===== src/rtl/qrd_pkg.sv =====
package qrd_pkg;
  typedef enum logic [1:0] {ST_IDLE, ST_PRE, ST_RUN, ST_GAP} state_t;

  localparam logic [7:0] QREAD_OP   = 8'h6B;
  localparam int         ADDR_W     = 24;
  localparam int         CMD_W      = 8 + ADDR_W;
  localparam int         DUMMY_CLKS = 8;
  localparam int         DATA_START = CMD_W + DUMMY_CLKS;
  localparam int         LANES      = 4;
endpackage


===== src/rtl/qrd_half_timer.sv =====
module qrd_half_timer #(
  parameter int CNT_W = 4
) (
  input  logic             clk_i,
  input  logic             rst_ni,
  input  logic             clr_i,
  input  logic [CNT_W-1:0] half_len_i,
  output logic             tick_o
);
  logic [CNT_W-1:0] cnt_q;

  assign tick_o = (cnt_q == half_len_i - 1'b1);

  always_ff @(posedge clk_i or negedge rst_ni) begin
    if (!rst_ni)      cnt_q <= '0;
    else if (clr_i)   cnt_q <= '0;
    else if (tick_o)  cnt_q <= '0;
    else              cnt_q <= cnt_q + 1'b1;
  end
endmodule


===== src/rtl/qrd_cmd_shift.sv =====
module qrd_cmd_shift #(
  parameter int W = 32
) (
  input  logic         clk_i,
  input  logic         rst_ni,
  input  logic         load_i,
  input  logic [W-1:0] load_val_i,
  input  logic         shift_i,
  output logic         msb_o
);
  logic [W-1:0] sr_q;

  assign msb_o = sr_q[W-1];

  always_ff @(posedge clk_i or negedge rst_ni) begin
    if (!rst_ni)       sr_q <= '0;
    else if (load_i)   sr_q <= load_val_i;
    else if (shift_i)  sr_q <= {sr_q[W-2:0], 1'b0};
  end
endmodule


===== src/rtl/qrd_nibble_pack.sv =====
module qrd_nibble_pack (
  input  logic       clk_i,
  input  logic       rst_ni,
  input  logic       cap_i,
  input  logic       lo_i,
  input  logic [3:0] nib_i,
  output logic [7:0] byte_o,
  output logic       valid_o
);
  logic [3:0] hi_q;

  always_ff @(posedge clk_i or negedge rst_ni) begin
    if (!rst_ni) begin
      hi_q    <= '0;
      byte_o  <= '0;
      valid_o <= 1'b0;
    end else begin
      valid_o <= 1'b0;
      if (cap_i) begin
        if (!lo_i) begin
          hi_q <= nib_i;
        end else begin
          byte_o  <= {hi_q, nib_i};
          valid_o <= 1'b1;
        end
      end
    end
  end
endmodule


===== src/rtl/qspi_quad_reader.sv =====
module qspi_quad_reader
  import qrd_pkg::*;
#(
  parameter int LEN_W = 16,
  parameter int DIV_W = 4
) (
  input  logic                 clk_i,
  input  logic                 rst_ni,
  input  logic                 start_i,
  input  logic [ADDR_W-1:0]    addr_i,
  input  logic [LEN_W-1:0]     len_i,
  input  logic [DIV_W-1:0]     div_i,
  input  logic                 mode3_i,
  input  logic                 qe_ok_i,
  output logic                 cs_no,
  output logic                 sck_o,
  output logic [LANES-1:0]     io_o,
  output logic [LANES-1:0]     io_oe_o,
  input  logic [LANES-1:0]     io_i,
  output logic [7:0]           data_o,
  output logic                 valid_o,
  output logic                 done_o,
  output logic                 err_o,
  output logic                 busy_o
);
  // clock index must hold DATA_START + 2*(2^LEN_W - 1)
  localparam int IDX_W = LEN_W + 7;

  state_t             state_q;
  logic               cs_q, sck_q, mode_q, high_q, done_q, err_q;
  logic [DIV_W-1:0]   half_q;
  logic [IDX_W-1:0]   idx_q, last_q;
  logic               tick, accept, launch, samp, shift, drv0, cmd_msb;

  assign accept = (state_q == ST_IDLE) && start_i;
  assign launch = accept && qe_ok_i && (len_i != '0);
  assign samp   = (state_q == ST_RUN) && tick && !high_q;
  assign shift  = (state_q == ST_RUN) && tick && high_q;
  assign drv0   = ((state_q == ST_PRE) || (state_q == ST_RUN)) &&
                  (idx_q < IDX_W'(CMD_W));

  qrd_half_timer #(.CNT_W(DIV_W)) u_timer (
    .clk_i     (clk_i),
    .rst_ni    (rst_ni),
    .clr_i     (state_q == ST_IDLE),
    .half_len_i(half_q),
    .tick_o    (tick)
  );

  qrd_cmd_shift #(.W(CMD_W)) u_shift (
    .clk_i     (clk_i),
    .rst_ni    (rst_ni),
    .load_i    (launch),
    .load_val_i({QREAD_OP, addr_i}),
    .shift_i   (shift),
    .msb_o     (cmd_msb)
  );

  qrd_nibble_pack u_pack (
    .clk_i  (clk_i),
    .rst_ni (rst_ni),
    .cap_i  (samp && (idx_q >= IDX_W'(DATA_START))),
    .lo_i   (idx_q[0]),
    .nib_i  (io_i),
    .byte_o (data_o),
    .valid_o(valid_o)
  );

  // single-line command on lane 0, upper lanes only ever listen
  for (genvar l = 0; l < LANES; l++) begin : g_lane
    if (l == 0) begin : g_cmd
      assign io_o[l]    = cmd_msb;
      assign io_oe_o[l] = drv0;
    end else begin : g_rx
      assign io_o[l]    = 1'b0;
      assign io_oe_o[l] = 1'b0;
    end
  end

  always_ff @(posedge clk_i or negedge rst_ni) begin
    if (!rst_ni) begin
      state_q <= ST_IDLE;
      cs_q    <= 1'b1;
      sck_q   <= 1'b0;
      mode_q  <= 1'b0;
      high_q  <= 1'b0;
      done_q  <= 1'b0;
      err_q   <= 1'b0;
      half_q  <= '0;
      idx_q   <= '0;
      last_q  <= '0;
    end else begin
      done_q <= 1'b0;
      err_q  <= 1'b0;
      unique case (state_q)
        ST_IDLE: begin
          sck_q <= mode3_i;
          if (accept) begin
            if (!qe_ok_i) begin
              err_q <= 1'b1;
            end else if (len_i == '0) begin
              done_q <= 1'b1;
            end else begin
              state_q <= ST_PRE;
              cs_q    <= 1'b0;
              mode_q  <= mode3_i;
              half_q  <= (div_i == '0) ? DIV_W'(1) : div_i;
              idx_q   <= '0;
              high_q  <= 1'b0;
              last_q  <= IDX_W'(DATA_START - 1) + IDX_W'({len_i, 1'b0});
            end
          end
        end
        // chip select setup, clock held at its idle level
        ST_PRE: if (tick) begin
          sck_q   <= 1'b0;
          state_q <= ST_RUN;
        end
        ST_RUN: if (tick) begin
          if (!high_q) begin
            sck_q  <= 1'b1;
            high_q <= 1'b1;
          end else if (idx_q == last_q) begin
            state_q <= ST_GAP;
            cs_q    <= 1'b1;
            sck_q   <= mode_q;
            high_q  <= 1'b0;
          end else begin
            sck_q  <= 1'b0;
            high_q <= 1'b0;
            idx_q  <= idx_q + 1'b1;
          end
        end
        ST_GAP: if (tick) begin
          if (high_q) begin
            state_q <= ST_IDLE;
            done_q  <= 1'b1;
            high_q  <= 1'b0;
          end else begin
            high_q <= 1'b1;
          end
        end
        default: state_q <= ST_IDLE;
      endcase
    end
  end

  assign cs_no  = cs_q;
  assign sck_o  = sck_q;
  assign done_o = done_q;
  assign err_o  = err_q;
  assign busy_o = (state_q != ST_IDLE);
endmodule


===== config.mk =====
export PLATFORM = sky130hd
export DESIGN_NAME = qspi_quad_reader
export DESIGN_NICKNAME = d
export VERILOG_FILES = /design/src/rtl/qrd_pkg.sv /design/src/rtl/qrd_half_timer.sv /design/src/rtl/qrd_cmd_shift.sv /design/src/rtl/qrd_nibble_pack.sv /design/src/rtl/qspi_quad_reader.sv
export SDC_FILE = /design/constraint.sdc
export NUM_CORES = 1
export LEC_CHECK = 0
export ABC_AREA = 1
export CAP_MARGIN = 20
export CORE_MARGIN = 5
export CORE_UTILIZATION = 56
export DETAILED_ROUTE_END_ITERATION = 16
export GPL_ROUTABILITY_DRIVEN = 0
export PLACE_DENSITY_LB_ADDON = 0.2
export SYNTH_ARGS = -nofsm -noshare
export SYNTH_HDL_FRONTEND = slang
export SYNTH_SLANG_ARGS = --single-unit

===== constraint.sdc =====
create_clock -name clk_i -period 2.3 [get_ports clk_i]
set_input_delay 0.23 -clock clk_i [delete_from_list [all_inputs] [get_ports clk_i]]
set_output_delay 0.23 -clock clk_i [all_outputs]
set_load 0.005 [all_outputs]

==> impl_results.md <==
* Fmax at between 400 and 500 MHz
* Worst Path Buf+Inv at 2
* Crit end category: flip-flop
* Num CTS Buffers at 9
* Max-slew violation count at 0
* Hold Crit Class: in -> async
* Psw at between 2 and 3 mW
* Die Width at approximately 110 um
* Crit-path slowest cell: dfrtp_1
* Switching Share at between 30% and 40%
* Final period utilization at between 80% and 90%
* Setup CP Type: reg -> reg
* Vias/cell at about 5.5
* Min Tclk post-route at 2050 ps
* Hold Violations, Final at 0
* Reg2Reg Capture Point: idx_q[12]$_DFFE_PN0P_
* CTS tree: yes
* Antenna diodes at 0
* Number of synthesis warnings at 0
* Drt drc at 0
* Htree depth at 3
* IO Count at 75
* Netlist area before placement at 6020 um2
* Area Overhead vs Synth at 18.3%
* Number of synthesized register bits at just over 100
* Area of the core at approximately 10,000 um2
* Status: complete, no violations
* Slew @ Worst Pin at between 500 and 600 ps
* Vias post-DR at ~5,700
* Final Setup Violations at 0
* First-pass GRT wire length at 25.8 mm
* First-pass detailed-route iteration total at 6
* I/O Buffers at 68
* Share of cells above drive strength 1 at under 10%
* Reg2Reg Setup Slack at between 200 and 250 ps
* Largest net degree at the start of global routing at 60
* Root Driver: clkbuf_8
* Final ANT Viol Nets at 0
* Unique masters post-synth at 37
* Critical path's largest stage delay at a little under 400 ps
* Routed len/inst at around 14 um
* Register clock-pin slew on the reported worst setup and hold paths at around 100 ps
* Critical Path AT at between 2000 and 2500 ps
* Initial Util at ~58%
* Initial drt markers at about 640
* Die ar. at between 10,000 and 15,000 um2
* Max VDD drop at approximately 0.7 mV
* Clock share of power at 21.4%
* Die Y at roughly 110 um
* Leakage at around 3.4 nW
* Delay-heaviest family, CP: simple AND/OR/NAND/NOR gates
* RSZ-0062 raised after global routing: false
* Wirelength, routed at between 10 and 15 mm
* Worst R2R Path Depth at 9
* Dpl hpwl at 10.9 mm
* Register area share after synthesis at a little over two fifths
* Comb pwr share at about two fifths
* Design Power at between 6 and 7 mW
* Critical Path Start Type: flip-flop
* Worst R2R Start: half_q[0]$_DFFE_PN0P_
* Sequential share of power at about two fifths
* Cell Chain, Critical Path: inv_1, ha_1, xnor2_1, nor2_4, nand4_2, a21oi_4, buf_4, nand4_1, nand2_1
* Crit path max fanout at 23
* Power per cell area at 926 nW/um2
* Post-layout net count at 966
* Overflow left after global routing at 0
* Cells after Synth at 837
* Initial antenna violation count at 0
* Setup TNS at 0 ps
* # rows at 37
* CTS sink cnt at 102
* Global Route Usage Sum at between 20 and 25%
* Worst-Skew Late Latency at around 390 ps
* Max Cap Viol at 0
* Internal Power at a little under 4 mW
* WP data required at between 2000 and 3000 ps
* Slew margin rel. at about 62%
* Fin Clk Skew at approximately 20 ps
* Clk buf depth at 2
* Vias in the first global route at about 5,700
* Mean post-synth cell area at between 7 and 8 um2
-- cell usage in the layout, fill, tap and decap left out, drive strengths merged, types with 2 or more instances in the layout --
cell / synthesis / routed
nand2: 287 / 287
dfrtp: 101 / 101
nor2: 99 / 99
inv: 80 / 82
clkdlybuf4s50: 0 / 66
nand4: 58 / 58
o21ai: 52 / 52
nand3: 50 / 50
buf: 29 / 24
xor2: 18 / 18
ha: 10 / 10
clkbuf: 13 / 9
nor3: 7 / 7
xnor2: 7 / 7
a21oi: 7 / 7
conb: 1 / 6
o31ai: 4 / 4
a31oi: 3 / 3
bufinv: 0 / 3
nand3b: 2 / 2
o211ai: 2 / 2
nor4: 2 / 2
or2: 2 / 2
clkinv: 0 / 2
-- power by group through the flow --
stage                     sequential, mW  combinational, mW  clock [mW]
after global routing                2.70               2.88        1.50
final                               2.64               2.55        1.41
after global placement              2.65               2.39           0
after floorplan                     2.57               1.85           0
after CTS                           2.63               2.54        1.44
after detailed placement            2.67               2.49           0
-- layout make-up --
type / instances / area (um2)
Clock buffer: 9 / 124
Clock inverter: 7 / 129
Fill cell: 898 / 3290
Inverter: 80 / 303
Multi-Input combinational cell: 618 / 2960
Sequential cell: 102 / 2560
Tap cell: 136 / 170
Timing Repair Buffer: 92 / 885
-- layer usage --
metal / up-vias / GRT usage (%) / wire, um
li1: 2810 / - / -
met1: 2702 / 32.0 / 6450
met2: 198 / 40.0 / 7150
met3: 30 / 4.99 / 961
met4: 0 / 7.13 / 340
met5: - / 0 / 0
-- flip-flops by register name, summed over array words and instances, names as in the netlist --
signal,flops
cs_no,1
done_o,1
err_o,1
half_q,4
high_q,1
idx_q,23
last_q,18
mode_q,1
sck_o,1
state_q,2
u_pack.byte_o,8
u_pack.hi_q,4
u_pack.valid_o,1
u_shift.sr_q,32
u_timer.cnt_q,4
-- cell families after synthesis --
logic type,Yosys count,share of synthesized area (%)
and+or+nand+nor,507,36.5
buffers and inverters,122,8.94
DFF,102,42.4
AOI/OAI and AO/OA,70,6.38
xor gates and xnor gates,25,3.64
adders and majority gates,10,2.08
other,1,0.0623
-- synthesized netlist by cell type (all sizes together) --
| master | count | area share [%] |
|---|---|---|
| or2 | 2 | 0.21 |
| a21oi | 7 | 0.77 |
| nor2 | 99 | 6.5 |
| ha | 10 | 2.1 |
| dfstp | 1 | 0.44 |
| nand3b | 2 | 0.25 |
| nand2 | 287 | 18 |
| nor4 | 2 | 0.21 |
| a31oi | 3 | 0.31 |
| inv | 80 | 5.0 |
| nor3 | 7 | 0.58 |
| dfrtp | 101 | 42 |
| xor2 | 18 | 2.6 |
| o31ai | 4 | 0.50 |
| xnor2 | 7 | 1.0 |
| nand4 | 58 | 6.2 |
| buf | 29 | 3.1 |
| o211ai | 2 | 0.25 |
| o22ai | 1 | 0.10 |
| o21a | 1 | 0.12 |
| clkbuf | 13 | 0.83 |
| nand3 | 50 | 4.4 |
| conb | 1 | 0.062 |
| o21ai | 52 | 4.3 |
-- worst reg2reg max path: stages (launching register included) --
cell	delay [ps]
dfrtp_1	390
inv_1	90
ha_1	310
xnor2_1	160
nor2_4	140
nand4_2	150
a21oi_4	220
buf_4	310
nand4_1	130
nand2_1	90
-- how the worst max path moves through the flow --
stage / end / depth (start not counted) / slack [ps] / start
finish: idx_q[12]$_DFFE_PN0P_ / 9 / 250 / half_q[0]$_DFFE_PN0P_
global route: u_pack.byte_o[5]$_DFFE_PN0P_ / 10 / 70 / half_q[0]$_DFFE_PN0P_
CTS: u_pack.byte_o[5]$_DFFE_PN0P_ / 10 / 30 / half_q[0]$_DFFE_PN0P_
detailed placement: u_pack.byte_o[5]$_DFFE_PN0P_ / 10 / 80 / half_q[0]$_DFFE_PN0P_
global placement: last_q[13]$_DFFE_PN0P_ / 12 / 200 / len_i[0]
floorplan: idx_q[10]$_DFFE_PN0P_ / 10 / 450 / half_q[0]$_DFFE_PN0P_
-- metrics by stage --
stage,setup slack [ps],cell area [um2],cells,hold WS [ps],util [%]
final,245,7120,1044,379,68.4
after global routing,69.9,7120,1044,397,68.4
after CTS,30.1,7110,1044,398,68.3
after detailed placement,84.0,6840,1025,259,65.6
after global placement,204,6840,1025,253,65.6
after floorplan,447,6040,842,-65.6,-
-- what timing repair did --
action	CTS	global route
resized for setup	3	4
hold endpoints to repair	42	0
buffers inserted	2	0
setup endpoints to repair	1	13
hold buffers	1	0
Note: power is estimated with default switching activity, not from simulation.
